==> src/rtl/fbreg_pkg.sv <==
package fbreg_pkg;
  localparam int unsigned BUS_W    = 32;
  localparam int unsigned NUM_REGS = 6;

  // Register slot numbers; the slot is the word index of the bus offset.
  typedef enum logic [2:0] {
    REG_RADDR  = 3'd0,
    REG_WADDR  = 3'd1,
    REG_DATA   = 3'd2,
    REG_PSEL   = 3'd3,
    REG_PDATA  = 3'd4,
    REG_STATUS = 3'd5
  } reg_id_e;
endpackage

==> src/rtl/fbreg_rst_sync.sv <==
module fbreg_rst_sync (
  input  logic clk,
  input  logic arst_n,
  output logic srst_n
);
  logic [1:0] sync_q;

  always_ff @(posedge clk or negedge arst_n) begin
    if (!arst_n) sync_q <= 2'b00;
    else         sync_q <= {sync_q[0], 1'b1};
  end

  assign srst_n = sync_q[1];
endmodule

==> src/rtl/fbreg_decode.sv <==
module fbreg_decode
  import fbreg_pkg::*;
#(
  parameter int unsigned OFS_W = 8
) (
  input  logic [OFS_W-1:0]    bus_addr,
  input  logic                bus_rd,
  input  logic                bus_wr,
  output logic [NUM_REGS-1:0] rd_hit,
  output logic [NUM_REGS-1:0] wr_hit
);
  localparam int unsigned IDX_W = OFS_W - 2;

  logic [IDX_W-1:0]    word_idx;
  logic [NUM_REGS-1:0] hit;
  logic                rd_ok;
  logic                unused_lowbits;

  assign word_idx       = bus_addr[OFS_W-1:2];
  assign unused_lowbits = ^bus_addr[1:0];
  // A write strobe wins over a simultaneous read strobe.
  assign rd_ok          = bus_rd & ~bus_wr;

  for (genvar g = 0; g < NUM_REGS; g++) begin : g_hit
    assign hit[g] = (word_idx == IDX_W'(g));
  end

  assign rd_hit = hit & {NUM_REGS{rd_ok}};
  assign wr_hit = hit & {NUM_REGS{bus_wr}};
endmodule

==> src/rtl/fbreg_addr_latch.sv <==
module fbreg_addr_latch #(
  parameter int unsigned AW = 15
) (
  input  logic          clk,
  input  logic          rst_n,
  input  logic          load_en,
  input  logic [AW-1:0] load_val,
  input  logic          step_en,
  output logic [AW-1:0] q
);
  logic [AW-1:0] q_d;
  logic          q_en;

  always_comb begin
    q_d = q;
    if (load_en)      q_d = load_val;
    else if (step_en) q_d = q + 1'b1;
  end

  assign q_en = load_en | step_en;

  always_ff @(posedge clk or negedge rst_n) begin
    if (!rst_n)    q <= '0;
    else if (q_en) q <= q_d;
  end
endmodule

==> src/rtl/fbreg_palette.sv <==
module fbreg_palette #(
  parameter int unsigned IDX_W = 4,
  parameter int unsigned ENT_W = 12
) (
  input  logic             clk,
  input  logic             rst_n,
  input  logic             we,
  input  logic [IDX_W-1:0] widx,
  input  logic [ENT_W-1:0] wdata,
  input  logic [IDX_W-1:0] ridx_a,
  output logic [ENT_W-1:0] rdata_a,
  input  logic [IDX_W-1:0] ridx_b,
  output logic [ENT_W-1:0] rdata_b
);
  localparam int unsigned SLOTS = 1 << IDX_W;

  logic [ENT_W-1:0] slot_q [SLOTS];

  for (genvar g = 0; g < SLOTS; g++) begin : g_slot
    logic slot_en;
    assign slot_en = we & (widx == IDX_W'(g));

    always_ff @(posedge clk or negedge rst_n) begin
      if (!rst_n)       slot_q[g] <= '0;
      else if (slot_en) slot_q[g] <= wdata;
    end
  end

  assign rdata_a = slot_q[ridx_a];
  assign rdata_b = slot_q[ridx_b];
endmodule

==> src/rtl/fbreg_port.sv <==
module fbreg_port
  import fbreg_pkg::*;
#(
  parameter int unsigned OFS_W     = 8,
  parameter int unsigned VADDR_W   = 15,
  parameter int unsigned PAL_IDX_W = 4,
  parameter int unsigned CH_W      = 4,
  parameter logic [3:0]  MODE_CODE = 4'd1
) (
  input  logic                       clk,
  input  logic                       rst_n,
  input  logic [OFS_W-1:0]           bus_addr,
  input  logic [31:0]                bus_wdata,
  input  logic                       bus_rd,
  input  logic                       bus_wr,
  output logic [31:0]                bus_rdata,
  input  logic                       vblank_i,
  output logic                       vram_en,
  output logic                       vram_we,
  output logic [VADDR_W-1:0]         vram_addr,
  output logic [31:0]                vram_wdata,
  input  logic [31:0]                vram_rdata,
  input  logic [PAL_IDX_W-1:0]       pix_idx,
  output logic [3*CH_W-1:0]          pix_rgb
);
  localparam int unsigned ENT_W  = 3 * CH_W;
  localparam int unsigned N_LAT  = 2;
  localparam int unsigned I_RA   = int'(REG_RADDR);
  localparam int unsigned I_WA   = int'(REG_WADDR);
  localparam int unsigned I_IO   = int'(REG_DATA);
  localparam int unsigned I_PSEL = int'(REG_PSEL);
  localparam int unsigned I_PDAT = int'(REG_PDATA);
  localparam int unsigned I_STAT = int'(REG_STATUS);

  logic srst_n;

  fbreg_rst_sync u_rst_sync (
    .clk    (clk),
    .arst_n (rst_n),
    .srst_n (srst_n)
  );

  logic [NUM_REGS-1:0] rd_hit;
  logic [NUM_REGS-1:0] wr_hit;

  fbreg_decode #(.OFS_W(OFS_W)) u_decode (
    .bus_addr (bus_addr),
    .bus_rd   (bus_rd),
    .bus_wr   (bus_wr),
    .rd_hit   (rd_hit),
    .wr_hit   (wr_hit)
  );

  // Address latches: slot 0 is the read latch, slot 1 the write latch.
  logic [VADDR_W-1:0] lat_q    [N_LAT];
  logic [N_LAT-1:0]   lat_load;
  logic [N_LAT-1:0]   lat_step;

  assign lat_load[0] = wr_hit[I_RA];
  assign lat_load[1] = wr_hit[I_WA];
  assign lat_step[0] = rd_hit[I_IO];
  assign lat_step[1] = wr_hit[I_IO];

  for (genvar g = 0; g < N_LAT; g++) begin : g_latch
    fbreg_addr_latch #(.AW(VADDR_W)) u_latch (
      .clk      (clk),
      .rst_n    (srst_n),
      .load_en  (lat_load[g]),
      .load_val (bus_wdata[VADDR_W-1:0]),
      .step_en  (lat_step[g]),
      .q        (lat_q[g])
    );
  end

  logic [VADDR_W-1:0] ra_q;
  logic [VADDR_W-1:0] wa_q;
  assign ra_q = lat_q[0];
  assign wa_q = lat_q[1];

  // Palette slot select.
  logic [PAL_IDX_W-1:0] psel_q;
  logic [PAL_IDX_W-1:0] psel_d;
  logic                 psel_en;

  assign psel_en = wr_hit[I_PSEL];
  assign psel_d  = bus_wdata[PAL_IDX_W-1:0];

  always_ff @(posedge clk or negedge srst_n) begin
    if (!srst_n)      psel_q <= '0;
    else if (psel_en) psel_q <= psel_d;
  end

  logic [ENT_W-1:0] pal_cpu;

  fbreg_palette #(.IDX_W(PAL_IDX_W), .ENT_W(ENT_W)) u_palette (
    .clk     (clk),
    .rst_n   (srst_n),
    .we      (wr_hit[I_PDAT]),
    .widx    (psel_q),
    .wdata   (bus_wdata[ENT_W-1:0]),
    .ridx_a  (psel_q),
    .rdata_a (pal_cpu),
    .ridx_b  (pix_idx),
    .rdata_b (pix_rgb)
  );

  // Video RAM access, driven straight from the strobe.
  assign vram_en    = rd_hit[I_IO] | wr_hit[I_IO];
  assign vram_we    = wr_hit[I_IO];
  assign vram_addr  = wr_hit[I_IO] ? wa_q : ra_q;
  assign vram_wdata = bus_wdata;

  // Register read view; the data window slot comes from video RAM instead.
  logic [BUS_W-1:0] reg_view [NUM_REGS];

  always_comb begin
    reg_view[I_RA]   = {{(BUS_W-VADDR_W){1'b0}}, ra_q};
    reg_view[I_WA]   = {{(BUS_W-VADDR_W){1'b0}}, wa_q};
    reg_view[I_IO]   = '0;
    reg_view[I_PSEL] = '0;
    reg_view[I_PDAT] = {{(BUS_W-ENT_W){1'b0}}, pal_cpu};
    reg_view[I_STAT] = {MODE_CODE, {(BUS_W-5){1'b0}}, vblank_i};
  end

  logic [BUS_W-1:0] rdat_d;
  logic [BUS_W-1:0] rdat_q;
  logic             rvalid_d;
  logic             rvalid_q;
  logic             io_d;
  logic             io_q;

  always_comb begin
    rdat_d = '0;
    for (int i = 0; i < NUM_REGS; i++) begin
      if (rd_hit[i]) rdat_d = rdat_d | reg_view[i];
    end
    rvalid_d = bus_rd & ~bus_wr;
    io_d     = rd_hit[I_IO];
  end

  always_ff @(posedge clk or negedge srst_n) begin
    if (!srst_n) begin
      rdat_q   <= '0;
      rvalid_q <= 1'b0;
      io_q     <= 1'b0;
    end else begin
      rdat_q   <= rdat_d;
      rvalid_q <= rvalid_d;
      io_q     <= io_d;
    end
  end

  assign bus_rdata = !rvalid_q ? '0 : (io_q ? vram_rdata : rdat_q);
endmodule

==> config.mk <==
export PLATFORM = sky130hd
export DESIGN_NAME = fbreg_port
export DESIGN_NICKNAME = d
export VERILOG_FILES = /design/src/rtl/fbreg_pkg.sv /design/src/rtl/fbreg_rst_sync.sv /design/src/rtl/fbreg_decode.sv /design/src/rtl/fbreg_addr_latch.sv /design/src/rtl/fbreg_palette.sv /design/src/rtl/fbreg_port.sv
export SDC_FILE = /design/constraint.sdc
export NUM_CORES = 1
export LEC_CHECK = 0
export BUFFER_PORTS_ARGS = -buffer_cell sky130_fd_sc_hd__buf_2
export CAP_MARGIN = 15
export CORE_AREA = 8 8 188 190
export DETAILED_ROUTE_END_ITERATION = 7
export DIE_AREA = 0 0 196 198
export MAX_ROUTING_LAYER = met4
export PLACE_DENSITY = 0.77
export SLEW_MARGIN = 20
export SYNTH_ARGS = -nofsm -noshare
export SYNTH_HDL_FRONTEND = slang
export SYNTH_SLANG_ARGS = --single-unit
==> constraint.sdc <==
create_clock -name clk -period 7.13 [get_ports clk]
set_clock_uncertainty 0.1 [all_clocks]
set_input_delay 0.3565 -clock clk [delete_from_list [all_inputs] [get_ports clk]]
set_output_delay 0.3565 -clock clk [all_outputs]
set_load 0.05 [all_outputs]
==> results by group <==
Setup path
  – Setup CP Type: input pin to output port
  – Crit path DAT: 3120 ps
  – Critical Path Slowest Stage Cell: inv_1
  – Critical Path RT: 6670 ps
  – CP max stage delay: 910 ps
  – Family with the most delay on the worst path: buffers and inverters
  – Max Fanout on Critical Path: 30
  – WP buf/inv: 3
  – Critical Path Most Common Cell: buf_2
  – Critical path launch point type: input pin
  – Cell Chain, Critical Path: buf_2 -> nor2b_1 -> nand3_2 -> inv_1 -> nand2_1 -> o21ai_0 -> buf_2
  – CP Capture Type: output port

Timing
  – Fin. Hold Viols: 0
  – Achievable Freq: 279 MHz
  – Slew margin rel.: 0.230
  – Min Tclk post-route: 3580 ps
  – Worst Max-Slew Pin Slew: 1150 ps
  – Fin. max-slew vios: 0
  – RSZ-0062 raised after global routing: false
  – Post-route clock period utilization: 0.502
  – Setup TNS: 0 ps
  – Final setup viols: 0

Placed design
  – Routability cong.: 0.895
  – Port Buf Inserts: 137
  – Placed cell areas: 14900 um2
  – Placed Cells: 1482
  – Post-DP HPWL: approximately 25000 um

Floorplanning
  – Row count: 66
  – Die Y: approximately 200 um
  – Core ar.: 32200 um2
  – I/O pins: 174
  – Full die area: 38800 um2
  – Die X: between 150 and 200 um
  – Initial Util: 0.447

Logic synthesis
  – Post-synth top cells: dfrtp_1, mux2_2, mux4_2, mux2_4, nand2_1
  – Cell with the most instances after synthesis: dfrtp_1
  – Post-synthesis net count: 1143
  – Sequential fraction of the synthesis area: 0.427
  – Synth top area cells: dfrtp_1, mux4_2, mux2_4
  – Synth Instances: 1060
  – Ys async rst share: 1.00
  – Number of synthesized flops with an enable pin: 0
  – Synth Register Bits: 246
  – Post-synth top area cell: dfrtp_1
  – Post-synth top area share: 0.427
  – Mapped Area: 14400 um2
  – Unique masters post-synth: 58
  – Mean area per synthesized cell: 13.6 um2
  – Post-synth top flop: dfrtp_1
  – YS warnings: 0

Final layout
  – Area grow syn2layout: 9.83%
  – Multi-input logic area: approximately 7500 um2
  – Fillers: 2735
  – Nets: 1190
  – Final cell count without fillers: 1534
  – FF/Latch Area: 6160 um2
  – Design area: 15800 um2
  – # diodes: 0
  – Layout Utilization: 0.491
  – Share of layout cells above drive strength 1: 0.471

Global route
  – Gr usage total: 0.202
  – Busiest grt layer: met2
  – Met1 Use GR: 0.263
  – Initial antenna violation count: 1
  – Largest net degree at the start of global routing: 72
  – Global-route wire length before repair: 59400 um
  – GRT overflow: 0
  – Met3 Use GR: 0.0436
  – Vias in the first global route: 9753
  – Routing usage on met2: 0.315

Power and ir drop
  – Max IR drop VDD: 0.000221 V
  – Power Total: 0.00331 W
  – PD cells: approximately 210 nW/um2
  – Cell leakage power: 7.53 nW

CTS
  – Worst-path clk slew: 60 ps
  – Root buffer cell: clkbuf_16
  – H-Tree Depth: 1
  – TritonCTS clock tree: yes
  – Clock Path Buffers: 3
  – Clock latency on the worst-skew pair: 550 ps
  – Post-cts repair resize count: 0
  – Number of buffers created by CTS: 27
  – Setup bufs post-CTS: 0
  – Clock sinks: 246
  – Hold-fix buffers at CTS: 4

Flow run
  – Max-capacitance violation count: 0

Routing
  – Antenna-violating nets left: 0
  – TritonRoute pass-1 iters: 7
  – Vias per std cell: 6.11
  – Initial DRC count: 909
  – WL final: 38300 um
  – DR WL/cell: 25.0 um
  – Via count: 9369
  – DRC: 0

Run status
  – Status: completed

Hold path
  – HP Class: input pin to async pin
-- layer usage --
| metal | wire (um) | up-vias |
|---|---|---|
| met5 | 0 | - |
| met4 | 1020 | 0 |
| met3 | 3150 | 73 |
| met2 | 17900 | 467 |
| met1 | 16300 | 4814 |
| li1 | - | 4015 |
-- cell usage in the layout (no fill, tap or decap), types with 3 or more instances in the layout --
| cell | count |
|---|---|
| nand3_4 | 10 |
| xnor2_1 | 3 |
| buf_2 | 136 |
| mux2_4 | 100 |
| inv_1 | 5 |
| nand4_1 | 11 |
| o21ai_0 | 26 |
| clkbuf_8 | 6 |
| mux2_2 | 108 |
| nand3_1 | 21 |
| mux4_2 | 107 |
| dfrtp_1 | 241 |
| clkbuf_16 | 27 |
| dlygate4sd3_1 | 4 |
| nand2b_1 | 4 |
| o211ai_1 | 5 |
| dfrtp_2 | 4 |
| o22ai_1 | 3 |
| nand2_1 | 88 |
| xor2_1 | 7 |
| o221ai_1 | 4 |
| clkbuf_1 | 3 |
| mux2i_1 | 43 |
| nor2b_1 | 20 |
| and2_1 | 5 |
| o311ai_0 | 4 |
| a221o_1 | 6 |
| nor2_1 | 26 |
| clkinv_2 | 8 |
| a21oi_1 | 13 |
| and3_1 | 23 |
| buf_4 | 8 |
-- power breakdown --
group / internal [W] / switching (W) / leakage, nW / total (W)
Sequential: 0.00144 / 0.0000701 / 3.38 / 0.00151
Clock: 0.000790 / 0.000569 / 0.430 / 0.00136
Combinational: 0.000169 / 0.000270 / 3.72 / 0.000438
Total: 0.00240 / 0.000909 / 7.53 / 0.00331
-- per-stage QoR --
step                      hold WS, ps  setup WS, ps
after CTS                        1.07          3590
after floorplan                 -39.1          2990
after global routing             14.8          3410
final                            13.4          3550
after detailed placement         43.9          3030
after global placement           43.4          3170
-- registers in the layout (all words and copies together) (netlist names) --
| register | cells |
|---|---|
| psel_q | 4 |
| rvalid_q | 1 |
| u_palette.slot_q | 192 |
| rdat_q | 16 |
| io_q | 1 |
| u_rst_sync.sync_q | 2 |
| g_latch.u_latch.q | 30 |
-- cells by family (layout without fill, tap and decap cells) --
logic type / after synthesis / count (layout) / share of synthesized area
other: 1 / 1 / 0.000260
and+or+nand+nor: 230 / 230 / 0.0898
buffers and inverters: 136 / 202 / 0.0535
muxes: 358 / 358 / 0.386
adders and majority gates: 2 / 2 / 0.00174
AOI/OAI and AO/OA: 77 / 77 / 0.0353
DFF: 246 / 246 / 0.427
xor gates and xnor gates: 10 / 10 / 0.00608
-- layout make-up --
type,instances,area share
repair buffers,148,0.0494
inverters,6,0.00142
well taps,408,0.0323
clock buffers,36,0.0486
clock inverters,12,0.00593
multi-input cells,678,0.473
flip-flops and latches,246,0.390
-- worst paths after layout --
| check | endpoint | slack [ps] | cells after the start | from |
|---|---|---|---|---|
| setup reg to reg | u_palette.slot_q[162] | 4010 | 4 | psel_q[1] |
| setup / recovery | vram_addr[3] | 3550 | 7 | bus_addr[2] |
| min in group clk | g_latch[1].u_latch.q[6] | 100 | 2 | bus_addr[3] |
| max in group asynchronous | psel_q[3] | 5320 | 1 | u_rst_sync.sync_q[1] |
| hold reg to reg | u_palette.slot_q[70] | 250 | 0 | u_rst_sync.sync_q[1] |
| hold / removal | u_rst_sync.sync_q[1] | 10 | 2 | rst_n |
(Power assumes the default switching activity.)
